**src/rtl/scaler_pkg.sv**
```systemverilog
package scaler_pkg;

    localparam int NUM_RANGES = 6;
    localparam logic [2:0] TOP_RANGE = 3'(NUM_RANGES - 1);

    typedef logic [3:0] bcd_digit_t;

    typedef struct packed {
        logic       busy;
        logic       done;
        logic       ovf;
        logic [2:0] rng;
    } ctrl_t;

    function automatic bcd_digit_t mult_preset(input logic [1:0] sel);
        case (sel)
            2'd0:    return 4'd1;
            2'd1:    return 4'd2;
            2'd2:    return 4'd4;
            default: return 4'd8;
        endcase
    endfunction

    function automatic logic [2:0] clamp_range(input logic [2:0] sel);
        return (sel > TOP_RANGE) ? TOP_RANGE : sel;
    endfunction

endpackage

```
**src/rtl/scaler_pulse_sync.sv**
```systemverilog
module scaler_pulse_sync (
    input  logic clk,
    input  logic rst_n,
    input  logic pulse_in,
    output logic rise
);
    logic [1:0] sync_d, sync_q;
    logic       prev_d, prev_q;

    always_comb begin
        sync_d = {sync_q[0], pulse_in};
        prev_d = sync_q[1];
    end

    always_ff @(posedge clk or negedge rst_n) begin
        if (!rst_n) begin
            sync_q <= '0;
            prev_q <= 1'b0;
        end else begin
            sync_q <= sync_d;
            prev_q <= prev_d;
        end
    end

    assign rise = sync_q[1] & ~prev_q;

    // a detected edge lasts exactly one cycle
    assert_rise_single_R10: assert property (@(posedge clk) disable iff (!rst_n)
        rise |=> !rise);
endmodule

```
**src/rtl/scaler_timebase.sv**
```systemverilog
module scaler_timebase #(
    parameter int CYCLES_PER_UNIT = 20000
) (
    input  logic       clk,
    input  logic       rst_n,
    input  logic       restart,
    input  logic       run,
    input  logic [2:0] range_sel,
    output logic       tick
);
    import scaler_pkg::*;

    localparam int BW      = (CYCLES_PER_UNIT > 1) ? $clog2(CYCLES_PER_UNIT) : 1;
    localparam int DECADES = NUM_RANGES - 1;

    logic [BW-1:0]    base_d, base_q;
    bcd_digit_t       dec_d [DECADES];
    bcd_digit_t       dec_q [DECADES];
    logic [DECADES:0] carry;

    assign carry[0] = run && (base_q == BW'(CYCLES_PER_UNIT - 1));

    always_comb begin
        if (restart)      base_d = '0;
        else if (carry[0]) base_d = '0;
        else if (run)     base_d = base_q + 1'b1;
        else              base_d = base_q;
    end

    for (genvar j = 0; j < DECADES; j++) begin : g_dec
        assign carry[j+1] = carry[j] && (dec_q[j] == 4'd9);
        always_comb begin
            if (restart)       dec_d[j] = '0;
            else if (carry[j]) dec_d[j] = (dec_q[j] == 4'd9) ? 4'd0 : dec_q[j] + 4'd1;
            else               dec_d[j] = dec_q[j];
        end
        always_ff @(posedge clk or negedge rst_n) begin
            if (!rst_n) dec_q[j] <= '0;
            else        dec_q[j] <= dec_d[j];
        end
    end

    always_ff @(posedge clk or negedge rst_n) begin
        if (!rst_n) base_q <= '0;
        else        base_q <= base_d;
    end

    assign tick = carry[clamp_range(range_sel)];

    // an interval tick only occurs on a base-unit boundary of a running gate
    assert_tick_on_unit_R2: assert property (@(posedge clk) disable iff (!rst_n)
        tick |-> (run && carry[0]));
endmodule

```
**src/rtl/scaler_bcd_counter.sv**
```systemverilog
module scaler_bcd_counter #(
    parameter int DIGITS   = 7,
    parameter bit COUNT_UP = 1'b1
) (
    input  logic                clk,
    input  logic                rst_n,
    input  logic                load,
    input  logic [4*DIGITS-1:0] load_val,
    input  logic                step,
    output logic [4*DIGITS-1:0] value,
    output logic                extreme
);
    localparam logic [3:0] EDGE_DIGIT = COUNT_UP ? 4'd9 : 4'd0;
    localparam logic [3:0] WRAP_DIGIT = COUNT_UP ? 4'd0 : 4'd9;

    logic [4*DIGITS-1:0] val_d, val_q;
    logic [DIGITS:0]     ripple;
    logic [DIGITS-1:0]   at_edge;

    assign ripple[0] = step;

    for (genvar i = 0; i < DIGITS; i++) begin : g_digit
        logic [3:0] cur;
        assign cur        = val_q[4*i +: 4];
        assign at_edge[i] = (cur == EDGE_DIGIT);
        assign ripple[i+1] = ripple[i] && at_edge[i];
        always_comb begin
            if (load)           val_d[4*i +: 4] = load_val[4*i +: 4];
            else if (ripple[i]) val_d[4*i +: 4] = at_edge[i] ? WRAP_DIGIT :
                                                  (COUNT_UP ? cur + 4'd1 : cur - 4'd1);
            else                val_d[4*i +: 4] = cur;
        end

        // every digit stays a valid decimal digit
        assert_digit_bcd_R1: assert property (@(posedge clk) disable iff (!rst_n)
            cur <= 4'd9);
    end

    always_ff @(posedge clk or negedge rst_n) begin
        if (!rst_n) val_q <= '0;
        else        val_q <= val_d;
    end

    assign value   = val_q;
    assign extreme = &at_edge;

    // a step without load always moves the value
    assert_step_moves_R1: assert property (@(posedge clk) disable iff (!rst_n)
        (step && !load) |=> (value != $past(value)));
endmodule

```
**src/rtl/gated_bcd_scaler.sv**
```systemverilog
module gated_bcd_scaler #(
    parameter int DIGITS          = 7,
    parameter int CYCLES_PER_UNIT = 20000
) (
    input  logic                clk,
    input  logic                rst_n,
    input  logic                pulse_in,
    input  logic                start,
    input  logic                clear,
    input  logic [2:0]          range_sel,
    input  logic [1:0]          mult_sel,
    output logic [4*DIGITS-1:0] count_bcd,
    output logic                busy,
    output logic                done,
    output logic                overflow
);
    import scaler_pkg::*;

    localparam int W = 4 * DIGITS;

    ctrl_t        ctrl_d, ctrl_q;
    logic         rise, tick;
    logic         cnt_load, cnt_step, cnt_full;
    logic         tmr_load, tmr_step, tmr_zero;
    logic         tb_restart;
    logic [W-1:0] tmr_preset, tmr_val;

    scaler_pulse_sync u_sync (
        .clk(clk), .rst_n(rst_n), .pulse_in(pulse_in), .rise(rise)
    );

    scaler_timebase #(.CYCLES_PER_UNIT(CYCLES_PER_UNIT)) u_tb (
        .clk(clk), .rst_n(rst_n), .restart(tb_restart), .run(ctrl_q.busy),
        .range_sel(ctrl_q.rng), .tick(tick)
    );

    scaler_bcd_counter #(.DIGITS(DIGITS), .COUNT_UP(1'b1)) u_count (
        .clk(clk), .rst_n(rst_n), .load(cnt_load), .load_val('0),
        .step(cnt_step), .value(count_bcd), .extreme(cnt_full)
    );

    scaler_bcd_counter #(.DIGITS(DIGITS), .COUNT_UP(1'b0)) u_timer (
        .clk(clk), .rst_n(rst_n), .load(tmr_load), .load_val(tmr_preset),
        .step(tmr_step), .value(tmr_val), .extreme(tmr_zero)
    );

    always_comb begin
        ctrl_d     = ctrl_q;
        cnt_load   = 1'b0;
        cnt_step   = 1'b0;
        tmr_load   = 1'b0;
        tmr_step   = 1'b0;
        tb_restart = 1'b0;
        tmr_preset = {{(W-4){1'b0}}, mult_preset(mult_sel)};
        if (clear) begin
            ctrl_d     = '0;
            cnt_load   = 1'b1;
            tmr_load   = 1'b1;
            tmr_preset = '0;
            tb_restart = 1'b1;
        end else if (start && !ctrl_q.busy) begin
            ctrl_d.busy = 1'b1;
            ctrl_d.done = 1'b0;
            ctrl_d.ovf  = 1'b0;
            ctrl_d.rng  = clamp_range(range_sel);
            cnt_load    = 1'b1;
            tmr_load    = 1'b1;
            tb_restart  = 1'b1;
        end else if (ctrl_q.busy) begin
            if (rise) begin
                if (cnt_full) ctrl_d.ovf = 1'b1;
                else          cnt_step   = 1'b1;
            end
            if (tick) begin
                tmr_step = 1'b1;
                if (tmr_val == W'(1)) begin
                    ctrl_d.busy = 1'b0;
                    ctrl_d.done = 1'b1;
                end
            end
        end
    end

    always_ff @(posedge clk or negedge rst_n) begin
        if (!rst_n) ctrl_q <= '0;
        else        ctrl_q <= ctrl_d;
    end

    assign busy     = ctrl_q.busy;
    assign done     = ctrl_q.done;
    assign overflow = ctrl_q.ovf;

    // done and busy are never high together
    assert_done_idle_R6: assert property (@(posedge clk) disable iff (!rst_n)
        !(done && busy));
    // the frozen result does not move while done is held
    assert_result_frozen_R6: assert property (@(posedge clk) disable iff (!rst_n)
        (done && !start && !clear) |=> $stable(count_bcd));
    // overflow is sticky until start or clear
    assert_ovf_sticky_R7: assert property (@(posedge clk) disable iff (!rst_n)
        (overflow && !clear && !start) |=> overflow);
    // clear returns the block to idle with an empty count
    assert_clear_idle_R8: assert property (@(posedge clk) disable iff (!rst_n)
        clear |=> (!busy && !done && !overflow && count_bcd == '0));
    // start during a gate cannot re-zero the count
    assert_busy_start_ignored_R5: assert property (@(posedge clk) disable iff (!rst_n)
        (busy && start && !clear && !tmr_zero) |=> (count_bcd >= $past(count_bcd)));
    // the gate timer is never empty while the gate is open
    assert_timer_live_R2: assert property (@(posedge clk) disable iff (!rst_n)
        busy |-> !tmr_zero);
endmodule

```
**config.mk**
```make
export PLATFORM = sky130hd
export DESIGN_NAME = gated_bcd_scaler
export DESIGN_NICKNAME = d
export VERILOG_FILES = /design/src/rtl/scaler_pkg.sv /design/src/rtl/scaler_pulse_sync.sv /design/src/rtl/scaler_timebase.sv /design/src/rtl/scaler_bcd_counter.sv /design/src/rtl/gated_bcd_scaler.sv
export SDC_FILE = /design/constraint.sdc
export NUM_CORES = 1
export LEC_CHECK = 0
export BUFFER_PORTS_ARGS = -buffer_cell sky130_fd_sc_hd__clkbuf_2
export CORE_MARGIN = 2
export CORE_UTILIZATION = 40
export CTS_CLUSTER_DIAMETER = 200
export DETAILED_ROUTE_END_ITERATION = 6
export PLACE_DENSITY = 0.57
export SLEW_MARGIN = 20
export SYNTH_ARGS = -nofsm -noshare
export SYNTH_HDL_FRONTEND = slang
export SYNTH_HIERARCHICAL = 1
export SYNTH_SLANG_ARGS = --single-unit
```
**constraint.sdc**
```tcl
create_clock -name clk -period 3.6 [get_ports clk]
set_input_delay 0.72 -clock clk [delete_from_list [all_inputs] [get_ports clk]]
set_output_delay 0.72 -clock clk [all_outputs]
set_load 0.02 [all_outputs]
```
* Yosys cells after proc, flatten, opt, wreduce, memory -nomap -nowiden
Cells that the tools add are included.
Widths: inputs -> output; s select.
** Storage, ports and cells
- Register bits :: 100
- Input port bits :: 10
- Logic and storage cells :: 209
** Operators by class
- Add/subtract/negate cells :: 20
- $lt $le $gt $ge :: 3
- Equal/unequal tests :: 16
- Muxes and demuxes :: 85
- Bitwise logic cells :: 2
- Reductions and logical operators :: 57
** Operators by type and width (number)
- $mux 4 :: 58
- $add 4x1->4 const B :: 12
- $eq 4x4->1 const B :: 12
- $mux 15 :: 3
- $reduce_bool 2->1 :: 20
- $eq 28x1->1 const B :: 1
- $logic_not 4->1 :: 7
- $sub 4x1->4 const B :: 7
- $logic_and 1x1->1 :: 19
- $reduce_bool 3->1 :: 6
- $add 15x1->15 const B :: 1
- $eq 15x15->1 const B :: 1
- $mux 3 :: 5
- $mux 1 :: 14
- $pmux 4 s3 :: 1
- $reduce_and 7->1 :: 1
- $gt 3x3->1 const B :: 2
- $mux 6 :: 1
- $reduce_and 3->1 :: 2
- $lt 3x4->1 const B :: 1
- $mux 2 :: 2
- $bmux 1 s3 :: 1
- $eq 2x1->1 const B :: 1
- $eq 2x2->1 const B :: 1
- 4 further kinds :: 4

* Depth between registers and ports, before layout
Gate-level depths: netlist (run 1).
- Depth after elaboration :: 21
- Gate-level depth with buffers :: 12

* Hierarchy
The synthesis (run 1) kept the hierarchy.
** By module, submodules not included
- scaler_timebase :: instances 1, cells an instance 221, area each 2058.2 sq um, seq. area each 875.8 sq um
- scaler_bcd_counter (u_count) :: instances 1, cells an instance 209, area each 1870.5 sq um, seq. area each 700.7 sq um
- scaler_bcd_counter (u_timer) :: instances 1, cells an instance 189, area each 1662.8 sq um, seq. area each 700.7 sq um
- gated_bcd_scaler :: instances 1, cells an instance 45, area each 387.9 sq um, seq. area each 150.1 sq um
- scaler_pulse_sync :: instances 1, cells an instance 4, area each 88.8 sq um, seq. area each 75.1 sq um

* Least setup slack after synthesis (run 1)
Ideal clock, no wire load.
- Kind :: register -> register
- Start :: register u_tb.base_q[8]
- End :: register u_timer.val_q[24], in the netlist u_timer/value[24]
- Arrival time :: 3318 ps
- Slack :: 141 ps
- Stages on the path, launching flop included :: 12
- Path buffers :: 3
- Cell sequence :: dfrtp_1 -> or4_1 -> or4_4 -> clkbuf_1 -> clkbuf_1 -> a21oi_1 -> and3b_1 -> nor3b_1 -> nand2_1 -> clkbuf_1 -> o41ai_1 -> a31oi_1
** On the way
- Cells in the longest elaborated chain, start to end :: 20
** RTL lines
- start, declared :: line scaler_timebase.sv:16 : logic [BW-1:0] base_d, base_q;
- start signal, assigned :: line scaler_timebase.sv:45 : else base_q <= base_d;
- $eq 15x15->1 (*) :: line scaler_timebase.sv:21 : assign carry[0] = run && (base_q == BW'(CYCLES_PER_UNIT - 1));
- $logic_and 1x1->1 (*) :: line scaler_timebase.sv:21
- $logic_and 1x1->1 (5 in series) :: line scaler_timebase.sv:31 : assign carry[j+1] = carry[j] && (dec_q[j] == 4'd9);
- $bmux 1 s3 (*) :: line scaler_timebase.sv:48 : assign tick = carry[clamp_range(range_sel)];
- $mux 1 (not written as such) (*) :: line scaler_timebase.sv:48
- via tick :: line gated_bcd_scaler.sv:22 : logic rise, tick;
- $mux 1 (*) :: line gated_bcd_scaler.sv:74 : if (tick) begin
- $mux 1 (*) :: line gated_bcd_scaler.sv:69 : end else if (ctrl_q.busy) begin
- $mux 1 (*) :: line gated_bcd_scaler.sv:61 : end else if (start && !ctrl_q.busy) begin
- $mux 1 (*) :: line gated_bcd_scaler.sv:55 : if (clear) begin
- via tmr_step :: line gated_bcd_scaler.sv:24 : logic tmr_load, tmr_step, tmr_zero;
- $logic_and 1x1->1 (*) (6 in series) :: line scaler_bcd_counter.sv:26 : assign ripple[i+1] = ripple[i] && at_edge[i];
- $reduce_bool 2->1 (no line) (*)
- end signal, assigned :: line scaler_bcd_counter.sv:41 : else val_q <= val_d;
- end, declared :: line scaler_bcd_counter.sv:16 : logic [4*DIGITS-1:0] val_d, val_q;
The timed path passes the listed nets; every way through them passes the cells marked *. The select of a mux whose other input is x is not followed.
A chain may end at the register's enable or synchronous reset.

* Worst setup path after layout (run 1)
- Start :: register u_tb.base_q[8]
- End :: register u_timer.val_q[22], in the netlist u_timer/value[22]
** On the way
- Cells in the longest elaborated chain, start to end :: 19
** RTL lines (line)
- $eq 15x15->1 (*) :: scaler_timebase.sv:21
- $logic_and 1x1->1 (*) :: scaler_timebase.sv:21
- $logic_and 1x1->1 (5 in series) :: scaler_timebase.sv:31
- $bmux 1 s3 (*) :: scaler_timebase.sv:48
- $mux 1 (not written as such) (*) :: scaler_timebase.sv:48
- via tick :: gated_bcd_scaler.sv:22
- $mux 1 (*) :: gated_bcd_scaler.sv:74
- $mux 1 (*) :: gated_bcd_scaler.sv:69
- $mux 1 (*) :: gated_bcd_scaler.sv:61
- $mux 1 (*) :: gated_bcd_scaler.sv:55
- via tmr_step :: gated_bcd_scaler.sv:24
- $logic_and 1x1->1 (*) (5 in series) :: scaler_bcd_counter.sv:26
- $reduce_bool 2->1 (no line) (*)
Marks and branches as above.

==> results of run 1 <==
area by class of cell:
type	instances	area, µm²
fillers	1397	7700
inverters	26	97.6
repair buffers	58	338
multi-input cells	555	3490
flip-flops and latches	100	2500
clock inverters	5	35.0
well taps	184	230
clock buffers	11	253
registers in the layout, indices dropped and copies added (netlist names):
signal         flops
u_sync/prev_q      1
u_sync/sync_q      2
ctrl_q             3
busy               1
u_timer/value     28
u_count/value     28
done               1
u_tb/dec_q        20
overflow           1
u_tb/base_q       15
power breakdown:
| part | leakage, nW | switching, mW | internal (mW) |
|---|---|---|---|
| logic | 1.42 | 0.228 | 0.142 |
| clock network | 0.142 | 0.441 | 0.508 |
| registers | 1.26 | 0.0974 | 1.19 |
| total | 2.82 | 0.767 | 1.84 |
worst max-delay path, delay by kind of cell, from the launching register on:
kind,cells,cell delay [ns]
AOI/OAI and AO/OA,2,0.42
DFF,1,0.40
and+or+nand+nor,6,2.53
layout by cell type, fill, tap and decap left out, drive strengths merged, types with 7 or more instances in the layout:
cell type / instances
a31oi: 23
o21ai: 43
xor2: 8
ha: 11
and2: 7
clkbuf: 50
nand2b: 8
conb: 52
o41ai: 9
nor3b: 11
or4: 32
buf: 19
inv: 26
nor3: 9
o31ai: 20
a21oi: 33
nor4: 14
nor2b: 13
and3b: 7
nor2: 60
or3: 12
nand3: 15
dfrtp: 100
xnor2: 15
nand4: 23
nand2: 44
metrics by stage:
stage	cells	utilization	hold WS (ns)
global route	939	0.474	0.361
detailed placement	922	0.454	0.342
finish	939	0.474	0.352
CTS	938	0.473	0.351
floorplan	716	-	0.331
global placement	922	0.454	0.337
worst max path at each step:
stage                         startpoint                 to  slack, ns
after detailed placement  u_tb/base_q[8]  u_timer/value[21]       0.18
final                     u_tb/base_q[8]  u_timer/value[22]       0.17
after CTS                 u_tb/base_q[7]  u_timer/value[21]       0.15
after global placement    u_tb/base_q[7]  u_timer/value[21]       0.22
after global routing      u_tb/base_q[8]  u_timer/value[22]       0.02
after floorplan           u_tb/base_q[8]  u_timer/value[24]       0.14
layer usage:
| metal | track usage | routed length, µm |
|---|---|---|
| met1 | 0.244 | 6900 |
| met5 | 0 | 0 |
| met4 | 0.0575 | 198 |
| met3 | 0.0490 | 514 |
| met2 | 0.302 | 6860 |
what timing repair did:
action	4_1_cts	5_1_grt
setup endpoints to repair	0	11
setup buffers	0	1
gates resized for setup	0	2
==> impl_metrics.tcl, run 1 <==
set metrics [dict create \
    p_total_mw 2.61 \
    worstHoldPathCells 0 \
    grt_pass1_vias 4983 \
    crit_arrival_ns 3.70 \
    final_hold_viol_count 0 \
    setup.worst_path.end_class "register" \
    overflow 0 \
    core-area_um2 14600 \
    vias 5345 \
    path_clk_slew_ns 0.07 \
    skew_ns 0.00871 \
    period_needed_ns 3.43 \
    die_x_um 127 \
    hpwl_mm 9.86 \
    syn_to_final_growth_pct 14.7 \
    cap_violations 0 \
    die_h_um 127 \
    dieArea_um2 16100 \
    port_buffers 40 \
    drc_errors 0 \
    start_util 0.413 \
    fin_ws_ns 0.168 \
    grt_util_all_layers 0.186 \
    fmax_ghz 0.291 \
    p_per_area_nw_per_um2 375 \
    cts_inserted_buffers 9 \
    preCtsSetupSlack_ns 0.182 \
    ant_nets 0 \
    whs_endpoint "u_sync/sync_q[1]" \
    slowest_delay_ns 0.58 \
    drive_gt1_frac 0.132 \
    reg2reg_slack_ns 0.17 \
    status "completed" \
    hold_class "reg2reg" \
    cp_max_fo 9 \
    finalCritPeriodShare 0.953 \
    r2r_end "u_timer/value[22]" \
    row_count 44 \
    routed_wl_mm 14.5 \
    fin_tns_setup_ns 0 \
    tritoncts "built" \
    worstHoldStart "u_sync/sync_q[0]" \
    wl_per_cell_um 15.4 \
    hold_buffers 0 \
    rr_worst_depth 8 \
    slowest_stage "or4_1" \
    r2r-start "u_tb/base_q[8]" \
    viasPerCell 5.69 \
    slew_headroom 0.365 \
    globalplace.congestion 0.861 \
    drtIter0Drc 384 \
    dpl-instance-area_um2 6640 \
    grt_setup_unrepaired "no" \
    htree_levels 3 \
    drtPass1Iterations 5 \
    critPathKind "reg2reg" \
    crit_required_ns 3.87 \
    cts.path.max_buffers 2 \
    ir_drop_mv 0.260 \
    grt_pass1_wl_mm 24.5 \
    tightest_slew_ns 0.952 \
    setup_viol 0 \
    n_antenna_cell 0 \
    p_leak_nw 2.82 \
    clkLatencyLatePin_ns 0.35 \
    yosysWarnings 6 \
    antenna_found_initial 0 \
    synthesis.area_um2 6050 \
    fin_area_um2 6940 \
    crit_chain "or4_1 > or4_4 > a21oi_1 > and3b_1 > or3b_2 > nor4_1 > nand4b_1 > a31oi_1" \
    netlist_instances 665 \
    cts_sinks 100 \
    drv_slew 0 \
    grt_max_degree 74 \
    critPathLaunchType "register" \
    syn_area_per_cell_um2 9.10 \
    cts-root-buf "clkbuf_16" \
    io_pins 41 \
    nets 771 \
]
No activity file was read; power rests on OpenSTA's default activity.
==> inputs of run 2 (changes only) <==
MAX_ROUTING_LAYER = met4   (was default)
==> run 2 against run 1 <==
Total power about the same. Sequential share of layout area stayed put. Fmax is 0.51% lower. Count of clock-buffer cells in the layout did not move. Global-route usage up 0.58 points. Register-to-register slack got worse by 0.02 ns. Die area did not move. Clock skew is essentially flat. Non-clock buffer count unchanged. Clock power barely moved. Via count shrank 0.37%. Largest power group unchanged.
==> impl_metrics.tcl, run 2 (synthesis results as in run 1) <==
set metrics [dict create \
    status "completed" \
    hpwl_mm 9.86 \
    cts-root-buf "clkbuf_16" \
    period_needed_ns 3.45 \
    dieArea_um2 16100 \
    drive_gt1_frac 0.132 \
    grt_max_degree 74 \
    htree_levels 3 \
    antenna_found_initial 0 \
    globalplace.congestion 0.874 \
    p_per_area_nw_per_um2 376 \
    drtPass1Iterations 5 \
    clkLatencyLatePin_ns 0.36 \
    drc_errors 0 \
    crit_required_ns 3.88 \
    setup.worst_path.end_class "register" \
    fin_tns_setup_ns 0 \
    crit_chain "or4_1 > or4_4 > a21oi_1 > and3b_1 > or3b_2 > nor4_1 > nand4b_1 > a31oi_1" \
    path_clk_slew_ns 0.07 \
    row_count 44 \
    port_buffers 40 \
    vias 5325 \
    routed_wl_mm 14.5 \
    critPathLaunchType "register" \
    drv_slew 0 \
    grt_pass1_vias 4983 \
    grt_pass1_wl_mm 24.5 \
    cap_violations 0 \
    slew_headroom 0.366 \
    multi_input_area_um2 3490 \
    final_hold_viol_count 0 \
    n_antenna_cell 0 \
    ant_nets 0 \
    grt_setup_unrepaired "no" \
    p_leak_nw 2.82 \
    slowest_delay_ns 0.58 \
    finalCritPeriodShare 0.958 \
    drtIter0Drc 380 \
    core-area_um2 14600 \
    start_util 0.413 \
    hold_buffers 0 \
    syn_to_final_growth_pct 14.7 \
    slowest_stage "or4_1" \
    viasPerCell 5.67 \
    cp_max_fo 9 \
    fillCellCount 1397 \
    cts.path.max_buffers 2 \
    die_h_um 127 \
    nets 771 \
    ir_drop_mv 0.258 \
    die_x_um 127 \
    hold_class "reg2reg" \
    p_total_mw 2.61 \
    reg2reg_slack_ns 0.15 \
    crit_arrival_ns 3.72 \
    cts_sinks 100 \
    critPathKind "reg2reg" \
    skew_ns 0.00905 \
    setup_viol 0 \
    overflow 0 \
    final_cell_mix "100 x dfrtp_1, 60 x nor2_1, 52 x conb_1, 43 x nand2_1, 43 x o21ai_0" \
    fmax_ghz 0.290 \
    fin_ws_ns 0.151 \
    grt_util_all_layers 0.192 \
    wl_per_cell_um 15.4 \
    hold_ws_ns 0.350 \
    preCtsSetupSlack_ns 0.182 \
    seq_area_um2 2500 \
    io_pins 41 \
    cts_inserted_buffers 9 \
    final_common_cell "dfrtp_1" \
    tightest_slew_ns 0.952 \
    tritoncts "built" \
]
run 2: worst max-delay path, delay by kind of cell, from the launching register on:
| kind | cells | cell delay [ns] |
|---|---|---|
| simple gates | 6 | 2.53 |
| flops | 1 | 0.41 |
| compound gates | 2 | 0.43 |
run 2: what timing repair did:
action / 4_1_cts / 5_1_grt
setup buffers: 0 / 1
resized for setup: 0 / 2
endpoints found under the setup margin: 0 / 11
run 2: layout make-up:
class,count,area share
clock inverters,5,0.00505
multi-input cells,555,0.502
flip-flops and latches,100,0.360
repair buffers,58,0.0486
inverters,26,0.0141
clock buffers,11,0.0364
well taps,184,0.0332
run 2: power breakdown:
part	internal, mW	switching, mW	total [mW]
registers	1.19	0.0968	1.29
logic	0.142	0.228	0.370
clock network	0.508	0.445	0.953
run 2: worst paths after layout:
path                                   from                 to  depth (start not counted)
max in group asynchronous             rst_n  u_count/value[10]                          2
min                        u_sync/sync_q[0]   u_sync/sync_q[1]                          0
min reg2reg                u_sync/sync_q[0]   u_sync/sync_q[1]                          0
max reg2reg                  u_tb/base_q[8]  u_timer/value[22]                          8
max                          u_tb/base_q[8]  u_timer/value[22]                          8
min in group asynchronous             rst_n    u_tb/base_q[11]                          1
run 2: metrics by stage:
| step | instances | area, µm² | util |
|---|---|---|---|
| after CTS | 938 | 6930 | 0.473 |
| after floorplan | 716 | 6250 | - |
| after detailed placement | 922 | 6640 | 0.454 |
| after global routing | 939 | 6940 | 0.474 |
| after global placement | 922 | 6640 | 0.454 |
| final | 939 | 6940 | 0.474 |
run 2: layer usage:
metal / up-vias / track usage / part of all wire
met1: 2582 / 0.246 / 0.47
met4: 0 / 0.0517 / 0.016
met5: - / - / 0
met3: 18 / 0.0519 / 0.037
met2: 95 / 0.301 / 0.47
li1: 2630 / - / -
